## src/rtl/irq_route_pkg.sv

```systemverilog
package irq_route_pkg;

  localparam int SRC_N = 32;
  localparam int LVL_N = 16;
  localparam int LVL_W = 4;
  localparam int GLOBAL_OFF_BIT = 31;
  localparam logic [SRC_N-1:0] DIS_VALID = 32'hF05DFF80;

  localparam logic [2:0] IDX_PEND   = 3'd0;
  localparam logic [2:0] IDX_DIS    = 3'd1;
  localparam logic [2:0] IDX_ENABLE = 3'd2;
  localparam logic [2:0] IDX_MASK   = 3'd3;
  localparam logic [2:0] IDX_TGT    = 3'd4;

  // fixed source-bit to processor-level translation
  function automatic logic [LVL_W-1:0] src_level(input int unsigned b);
    logic [LVL_W-1:0] l;
    case (b)
      0: l = 4'd2;   1: l = 4'd3;   2: l = 4'd5;   3: l = 4'd7;
      4: l = 4'd9;   5: l = 4'd11;  7: l = 4'd14;  8: l = 4'd3;
      9: l = 4'd5;   10: l = 4'd7;  11: l = 4'd9;  12: l = 4'd11;
      13: l = 4'd13; 14: l = 4'd12; 15: l = 4'd12; 16: l = 4'd6;
      18: l = 4'd4;  19: l = 4'd10; 20: l = 4'd8;  22: l = 4'd11;
      28: l = 4'd15; 30: l = 4'd15;
      default: l = 4'd0;
    endcase
    return l;
  endfunction

  // sources that own a nonzero level
  function automatic logic [SRC_N-1:0] live_mask();
    logic [SRC_N-1:0] m;
    for (int b = 0; b < SRC_N; b++) m[b] = (src_level(b) != '0);
    return m;
  endfunction

endpackage

```

## src/rtl/irq_pending_capture.sv

```systemverilog
module irq_pending_capture
  import irq_route_pkg::*;
#(
  parameter int NUM_CPU   = 16,
  parameter int TIMER_BIT = 0
) (
  input  logic             clk,
  input  logic             rst_n,
  input  logic [SRC_N-1:0] src_in,
  input  logic [NUM_CPU-1:0] timer_in,
  input  logic [SRC_N-1:0] clr_mask,
  output logic [SRC_N-1:0] pending
);

  localparam logic [SRC_N-1:0] LIVE = live_mask();

  logic [SRC_N-1:0] line_eff;
  logic [SRC_N-1:0] line_q;
  logic [SRC_N-1:0] pend_q, pend_nxt;
  logic [SRC_N-1:0] rise, fall;

  always_comb begin
    line_eff = src_in;
    line_eff[TIMER_BIT] = src_in[TIMER_BIT] | (|timer_in);
    rise = line_eff & ~line_q;
    fall = ~line_eff & line_q;
    pend_nxt = ((pend_q | rise) & ~fall) & ~clr_mask & LIVE;
  end

  always_ff @(posedge clk or negedge rst_n) begin
    if (!rst_n) begin
      line_q <= '0;
      pend_q <= '0;
    end else begin
      line_q <= line_eff;
      pend_q <= pend_nxt;
    end
  end

  assign pending = pend_q;

  p_level_zero_quiet_r2: assert property (@(posedge clk) disable iff (!rst_n)
    (pend_q & ~LIVE) == '0);

  p_mask_wins_r6: assert property (@(posedge clk) disable iff (!rst_n)
    (clr_mask != '0) |=> ((pend_q & $past(clr_mask)) == '0));

  p_fall_clears_r3: assert property (@(posedge clk) disable iff (!rst_n)
    (fall != '0) |=> ((pend_q & $past(fall)) == '0));

  p_rise_sets_r3: assert property (@(posedge clk) disable iff (!rst_n)
    ((rise & LIVE & ~clr_mask) != '0) |=> ((pend_q & $past(rise & LIVE & ~clr_mask)) == $past(rise & LIVE & ~clr_mask)));

endmodule

```

## src/rtl/irq_ctl_regs.sv

```systemverilog
module irq_ctl_regs
  import irq_route_pkg::*;
#(
  parameter int NUM_CPU = 16,
  localparam int TGT_W = $clog2(NUM_CPU)
) (
  input  logic             clk,
  input  logic             rst_n,
  input  logic [2:0]       reg_idx,
  input  logic             reg_wr,
  input  logic [31:0]      reg_wdata,
  input  logic [SRC_N-1:0] pending,
  output logic [SRC_N-1:0] dis,
  output logic [TGT_W-1:0] tgt,
  output logic [SRC_N-1:0] clr_mask,
  output logic [31:0]      reg_rdata
);

  logic [SRC_N-1:0] dis_q, dis_nxt;
  logic [TGT_W-1:0] tgt_q, tgt_nxt;
  logic [SRC_N-1:0] sel;
  logic             wr_en, wr_mask, wr_tgt;

  always_comb begin
    sel     = reg_wdata & DIS_VALID;
    wr_en   = reg_wr && (reg_idx == IDX_ENABLE);
    wr_mask = reg_wr && (reg_idx == IDX_MASK);
    wr_tgt  = reg_wr && (reg_idx == IDX_TGT);
    dis_nxt = dis_q;
    if (wr_en)   dis_nxt = dis_q & ~sel;
    if (wr_mask) dis_nxt = dis_q | sel;
    tgt_nxt = wr_tgt ? reg_wdata[TGT_W-1:0] : tgt_q;
    clr_mask = wr_mask ? sel : '0;
  end

  always_ff @(posedge clk or negedge rst_n) begin
    if (!rst_n) begin
      dis_q <= DIS_VALID;
      tgt_q <= '0;
    end else begin
      if (wr_en || wr_mask) dis_q <= dis_nxt;
      if (wr_tgt)           tgt_q <= tgt_nxt;
    end
  end

  always_comb begin
    case (reg_idx)
      IDX_PEND: begin
        reg_rdata = pending;
        reg_rdata[GLOBAL_OFF_BIT] = 1'b0;
      end
      IDX_DIS: reg_rdata = dis_q & DIS_VALID;
      IDX_TGT: reg_rdata = 32'(tgt_q);
      default: reg_rdata = '0;
    endcase
  end

  assign dis = dis_q;
  assign tgt = tgt_q;

  p_dis_in_valid_r10: assert property (@(posedge clk) disable iff (!rst_n)
    (dis_q & ~DIS_VALID) == '0);

  p_enable_write_r5: assert property (@(posedge clk) disable iff (!rst_n)
    (reg_wr && reg_idx == IDX_ENABLE) |=> ((dis_q & $past(reg_wdata & DIS_VALID)) == '0));

  p_mask_write_r6: assert property (@(posedge clk) disable iff (!rst_n)
    (reg_wr && reg_idx == IDX_MASK) |=> ((dis_q & $past(reg_wdata & DIS_VALID)) == $past(reg_wdata & DIS_VALID)));

  p_tgt_write_r7: assert property (@(posedge clk) disable iff (!rst_n)
    (reg_wr && reg_idx == IDX_TGT) |=> (tgt_q == $past(reg_wdata[TGT_W-1:0])));

endmodule

```

## src/rtl/irq_level_map.sv

```systemverilog
module irq_level_map
  import irq_route_pkg::*;
#(
  parameter int NUM_CPU = 16,
  localparam int TGT_W = $clog2(NUM_CPU)
) (
  input  logic                     clk,
  input  logic                     rst_n,
  input  logic [SRC_N-1:0]         pending,
  input  logic [SRC_N-1:0]         dis,
  input  logic [TGT_W-1:0]         tgt,
  output logic [NUM_CPU*LVL_N-1:0] cpu_lvl
);

  logic [SRC_N-1:0] gated;
  logic [LVL_N-1:0] vec;

  always_comb begin
    gated = dis[GLOBAL_OFF_BIT] ? '0 : (pending & ~dis);
    vec = '0;
    for (int b = 0; b < SRC_N; b++) begin
      if (gated[b]) vec[src_level(b)] = 1'b1;
    end
  end

  for (genvar c = 0; c < NUM_CPU; c++) begin : g_cpu
    assign cpu_lvl[c*LVL_N +: LVL_N] = (tgt == TGT_W'(c)) ? vec : '0;

    p_off_target_zero_r9: assert property (@(posedge clk) disable iff (!rst_n)
      (tgt != TGT_W'(c)) |-> (cpu_lvl[c*LVL_N +: LVL_N] == '0));
  end

  p_global_off_r8: assert property (@(posedge clk) disable iff (!rst_n)
    dis[GLOBAL_OFF_BIT] |-> (cpu_lvl == '0));

  p_single_target_r9: assert property (@(posedge clk) disable iff (!rst_n)
    (cpu_lvl & ~({{(NUM_CPU-1)*LVL_N{1'b0}}, {LVL_N{1'b1}}} << (tgt*LVL_N))) == '0);

endmodule

```

## src/rtl/irq_level_router_top.sv

```systemverilog
module irq_level_router_top
  import irq_route_pkg::*;
#(
  parameter int NUM_CPU   = 16,
  parameter int TIMER_BIT = 0
) (
  input  logic                      clk,
  input  logic                      rst_n,
  input  logic [31:0]               src_in,
  input  logic [NUM_CPU-1:0]        timer_in,
  input  logic [2:0]                reg_idx,
  input  logic                      reg_wr,
  input  logic [31:0]               reg_wdata,
  output logic [31:0]               reg_rdata,
  output logic [NUM_CPU*16-1:0]     cpu_lvl
);

  localparam int TGT_W = $clog2(NUM_CPU);

  logic [1:0]       rst_sync;
  logic             rst_i_n;
  logic [SRC_N-1:0] pending, dis, clr_mask;
  logic [TGT_W-1:0] tgt;

  always_ff @(posedge clk or negedge rst_n) begin
    if (!rst_n) rst_sync <= 2'b00;
    else        rst_sync <= {rst_sync[0], 1'b1};
  end
  assign rst_i_n = rst_sync[1];

  irq_pending_capture #(.NUM_CPU(NUM_CPU), .TIMER_BIT(TIMER_BIT)) u_pend (
    .clk(clk), .rst_n(rst_i_n), .src_in(src_in), .timer_in(timer_in),
    .clr_mask(clr_mask), .pending(pending)
  );

  irq_ctl_regs #(.NUM_CPU(NUM_CPU)) u_regs (
    .clk(clk), .rst_n(rst_i_n), .reg_idx(reg_idx), .reg_wr(reg_wr),
    .reg_wdata(reg_wdata), .pending(pending), .dis(dis), .tgt(tgt),
    .clr_mask(clr_mask), .reg_rdata(reg_rdata)
  );

  irq_level_map #(.NUM_CPU(NUM_CPU)) u_map (
    .clk(clk), .rst_n(rst_i_n), .pending(pending), .dis(dis), .tgt(tgt),
    .cpu_lvl(cpu_lvl)
  );

endmodule

```

## config.mk

```make
export PLATFORM = sky130hd
export DESIGN_NAME = irq_level_router_top
export DESIGN_NICKNAME = d
export VERILOG_FILES = /design/src/rtl/irq_route_pkg.sv /design/src/rtl/irq_pending_capture.sv /design/src/rtl/irq_ctl_regs.sv /design/src/rtl/irq_level_map.sv /design/src/rtl/irq_level_router_top.sv
export SDC_FILE = /design/constraint.sdc
export NUM_CORES = 1
export LEC_CHECK = 0
export CAP_MARGIN = 20
export CORE_AREA = 2 2 147 149
export DETAILED_ROUTE_END_ITERATION = 6
export DIE_AREA = 0 0 149 151
export DONT_BUFFER_PORTS = 1
export GPL_TIMING_DRIVEN = 0
export SYNTH_ARGS = -nofsm -noshare
export SYNTH_HDL_FRONTEND = slang
export SYNTH_SLANG_ARGS = --single-unit
```

## constraint.sdc

```tcl
create_clock -name clk -period 4.9 [get_ports clk]
set_input_delay 1.225 -clock clk [delete_from_list [all_inputs] [get_ports clk]]
set_output_delay 1.225 -clock clk [all_outputs]
set_load 0.005 [all_outputs]
```

==> results.yml <==
sta:
  setup_violations: 0
  timing.hold.ws_ns: 0.348
  relSlewSlack_pct: 32.7
  setup_tns_ns: 0
  layout_min_cycle_time_ns: 4.08
  skew_ns: 0.00818
  hold_viol: 0
  slew_viol_final: 0
  tightest_slew_ns: 1.01
  finalCritPeriodShare_pct: 83.4
  fmax_ghz: 0.245
  rsz0062_at_grt: "no"
yosys:
  avgSynthCellArea_sq_um: 7.47
  ys_types: 28
  ys.flop_type: "dfrtp_1"
  yosys.area_share.simple_pct: 28.3
  synth_mux_area_share_pct: 2.49
  yosysMostFrequentCell: "nor2_1"
  synth_fa_ha_area_share_pct: 5.13
  yosysWarnings: 0
  synth_top_cells_by_count: "nor2_1 (241), dfrtp_1 (50), buf_4 (40), nand2_1 (35), a22o_1 (32)"
  syn-instance-count: 578
  synth_top_area_share_pct: 29.0
  yosysSeqAreaShare_pct: 39.9
  synth_top_family_by_area: "simple AND/OR/NAND/NOR gates"
  synth-edff-count: 0
  synthArstFlopShare_pct: 100
  ys_ff_latch: 68
  yosys.area_share.xor_xnor_pct: 0
  synth_area_leaders: "dfrtp_1 (29%), nor2_1 (21%), dfstp_2 (11%), buf_4 (7.0%), a22o_1 (6.5%)"
  synth_top_area_cell: "dfrtp_1"
  syn_area_sq_um: 4320
  synth_compound_area_share_pct: 10.2
clock_network:
  hold_buffers: 0
  clock_path_buffers: 2
  clk_latency_ns: 0.33
  cts.sinks: 68
  cts.reportedPaths.clkPinSlew_ns: 0.05
  htreeDepth: 3
  cts_tree: "built"
  post_cts_buffers: 0
  clock-root-buffer: "clkbuf_16"
  numCtsBuffers: 9
  cts_resized: 0
power:
  p_seq_share_pct: 33.5
  p_switching_uw: 689
  ir_drop_mv: 0.289
  finalPower_mw: 2.10
  swShare_pct: 32.8
  p_per_area_nw_per_um2: 403
  power_leakage_nw: 2.31
  p_clk_share_pct: 41.3
  pwr-share-comb_pct: 25.2
  p_int_mw: 1.41
drt:
  drc: 0
  totalWireLength_um: 18300
  wl_per_cell_um: 20.2
  first_pass_iters: 4
  ant_nets: 0
  vias: 4135
  viasPerCell: 4.55
  drt_first_iter_violations: 212
global_routing:
  grt_max_degree: 67
  overflow: 0
  grt_pass1_wl_um: 24000
  globalRouteTotalUtil_pct: 14.8
  antenna_found_initial: 0
  grt_pass1_vias: 3587
floorplanning:
  die_h_um: 151
  core-area_sq_um: 20800
  die_area_sq_um: 22500
  num_rows: 53
  die_w_um: 149
  top_level_ports: 374
  initial_utilization_pct: 20.7
status:
  status: "finished, final reports clean"
job:
  cap_violations: 0
layout:
  syn_to_final_growth_pct: 20.8
  layout-drive-gt1-share_pct: 15.8
  nNetsFinal: 715
  num-fill-cells: 2288
  final_cell_area_sq_um: 5220
  diodes: 0
  layout.cells.non_filler: 909
hold_path:
  hold_path.class: "reg2reg"
place:
  numPlacedInstances: 892
  io_buffers: 0
  place.gp.congestion: 0.760
  placed_cell_area_sq_um: 4810
  hpwl_um: 14200
worst_setup_path:
  worstSetupStartpointType: "primary input"
  path_max_fanout: 10
  cp-end-kind: "primary output"
  cp.required_ns: 3.67
  crit_type: "in2out"
  arrival_ns: 2.86
[critical path, cell delays in order]
cell and delay [ns]:
buf_2 0.18, nand2b_1 0.18, nor2_1 0.60, buf_2 0.41, a22o_1 0.27
[path summary, 6_finish.rpt]
path | startpoint | end | slack (ns) | cells after the start
max in group asynchronous | rst_sync[1] | u_pend.pending[7] | 3.89 | 0
setup reg to reg | register | register | 3.43 | 2
min in group asynchronous | rst_sync[1] | u_pend.line_q[22] | 0.46 | 0
hold / removal | rst_sync[0] | rst_sync[1] | 0.35 | 0
hold reg to reg | rst_sync[0] | rst_sync[1] | 0.35 | 0
setup / recovery | reg_idx[2] | reg_rdata[18] | 0.82 | 5
[cell usage in the layout (no fill, tap or decap)]
master,n
a21boi_0,10
a21oi_1,6
a22o_1,32
and2_1,4
buf_1,1
buf_2,14
buf_4,41
bufinv_16,5
clkbuf_1,31
clkbuf_16,9
clkbuf_8,1
clkinv_4,1
conb_1,41
dfrtp_1,49
dfrtp_4,1
dfstp_2,18
inv_1,28
maj3_1,21
maj3_2,1
mux2_2,6
mux2i_1,4
nand2_1,35
nand2b_1,4
nand3_1,6
nand4_1,2
nor2_1,241
nor2_2,1
nor2b_1,8
nor4_1,3
o21bai_1,5
o22ai_1,3
or2_2,1
or4_4,1
[per-layer routing]
metal / part of all wire [%] / global-route usage [%] / wire length, um / vias to the layer above
li1: - / - / - / 1839
met1: 38 / 17.3 / 7020 / 2032
met2: 51 / 25.9 / 9330 / 246
met3: 8.6 / 4.22 / 1580 / 18
met4: 2.2 / 5.24 / 408 / 0
met5: 0 / 0 / 0 / -
[layout make-up]
type,instances,area (sq um),share of cell area (%)
well taps,275,344,6.59
clock buffers,10,239,4.58
plain buffers,86,490,9.40
inverters,28,105,2.01
multi-input cells,435,2150,41.1
repair buffers,1,7.51,0.144
clock inverters,6,159,3.04
flip-flops and latches,68,1730,33.1
[stage by stage]
step           utilization (%)  worst slack, ns
6_report                  25.1            0.815
5_1_grt                   25.1            0.751
4_1_cts                   25.0            0.768
3_5_place_dp              23.1            0.765
3_3_place_gp              23.1            0.848
2_1_floorplan                -             1.40
[logic make-up (layout without fill, tap and decap cells)]
kind of cell	count (synthesis)	count (layout)
simple gates	306	306
buf+inv	114	131
flops	68	68
compound gates	56	56
fa+ha+maj	22	22
mux	10	10
other cells	2	41
[power by group through the flow]
stage                     logic [mW]  clock network [mW]  registers, mW
after floorplan                0.360                   0          0.693
after global placement         0.521                   0          0.712
after detailed placement       0.531                   0          0.714
after CTS                      0.532               0.885          0.705
after global routing           0.583               0.907          0.716
final                          0.530               0.867          0.705
No activity file was read; power rests on OpenSTA's default activity.
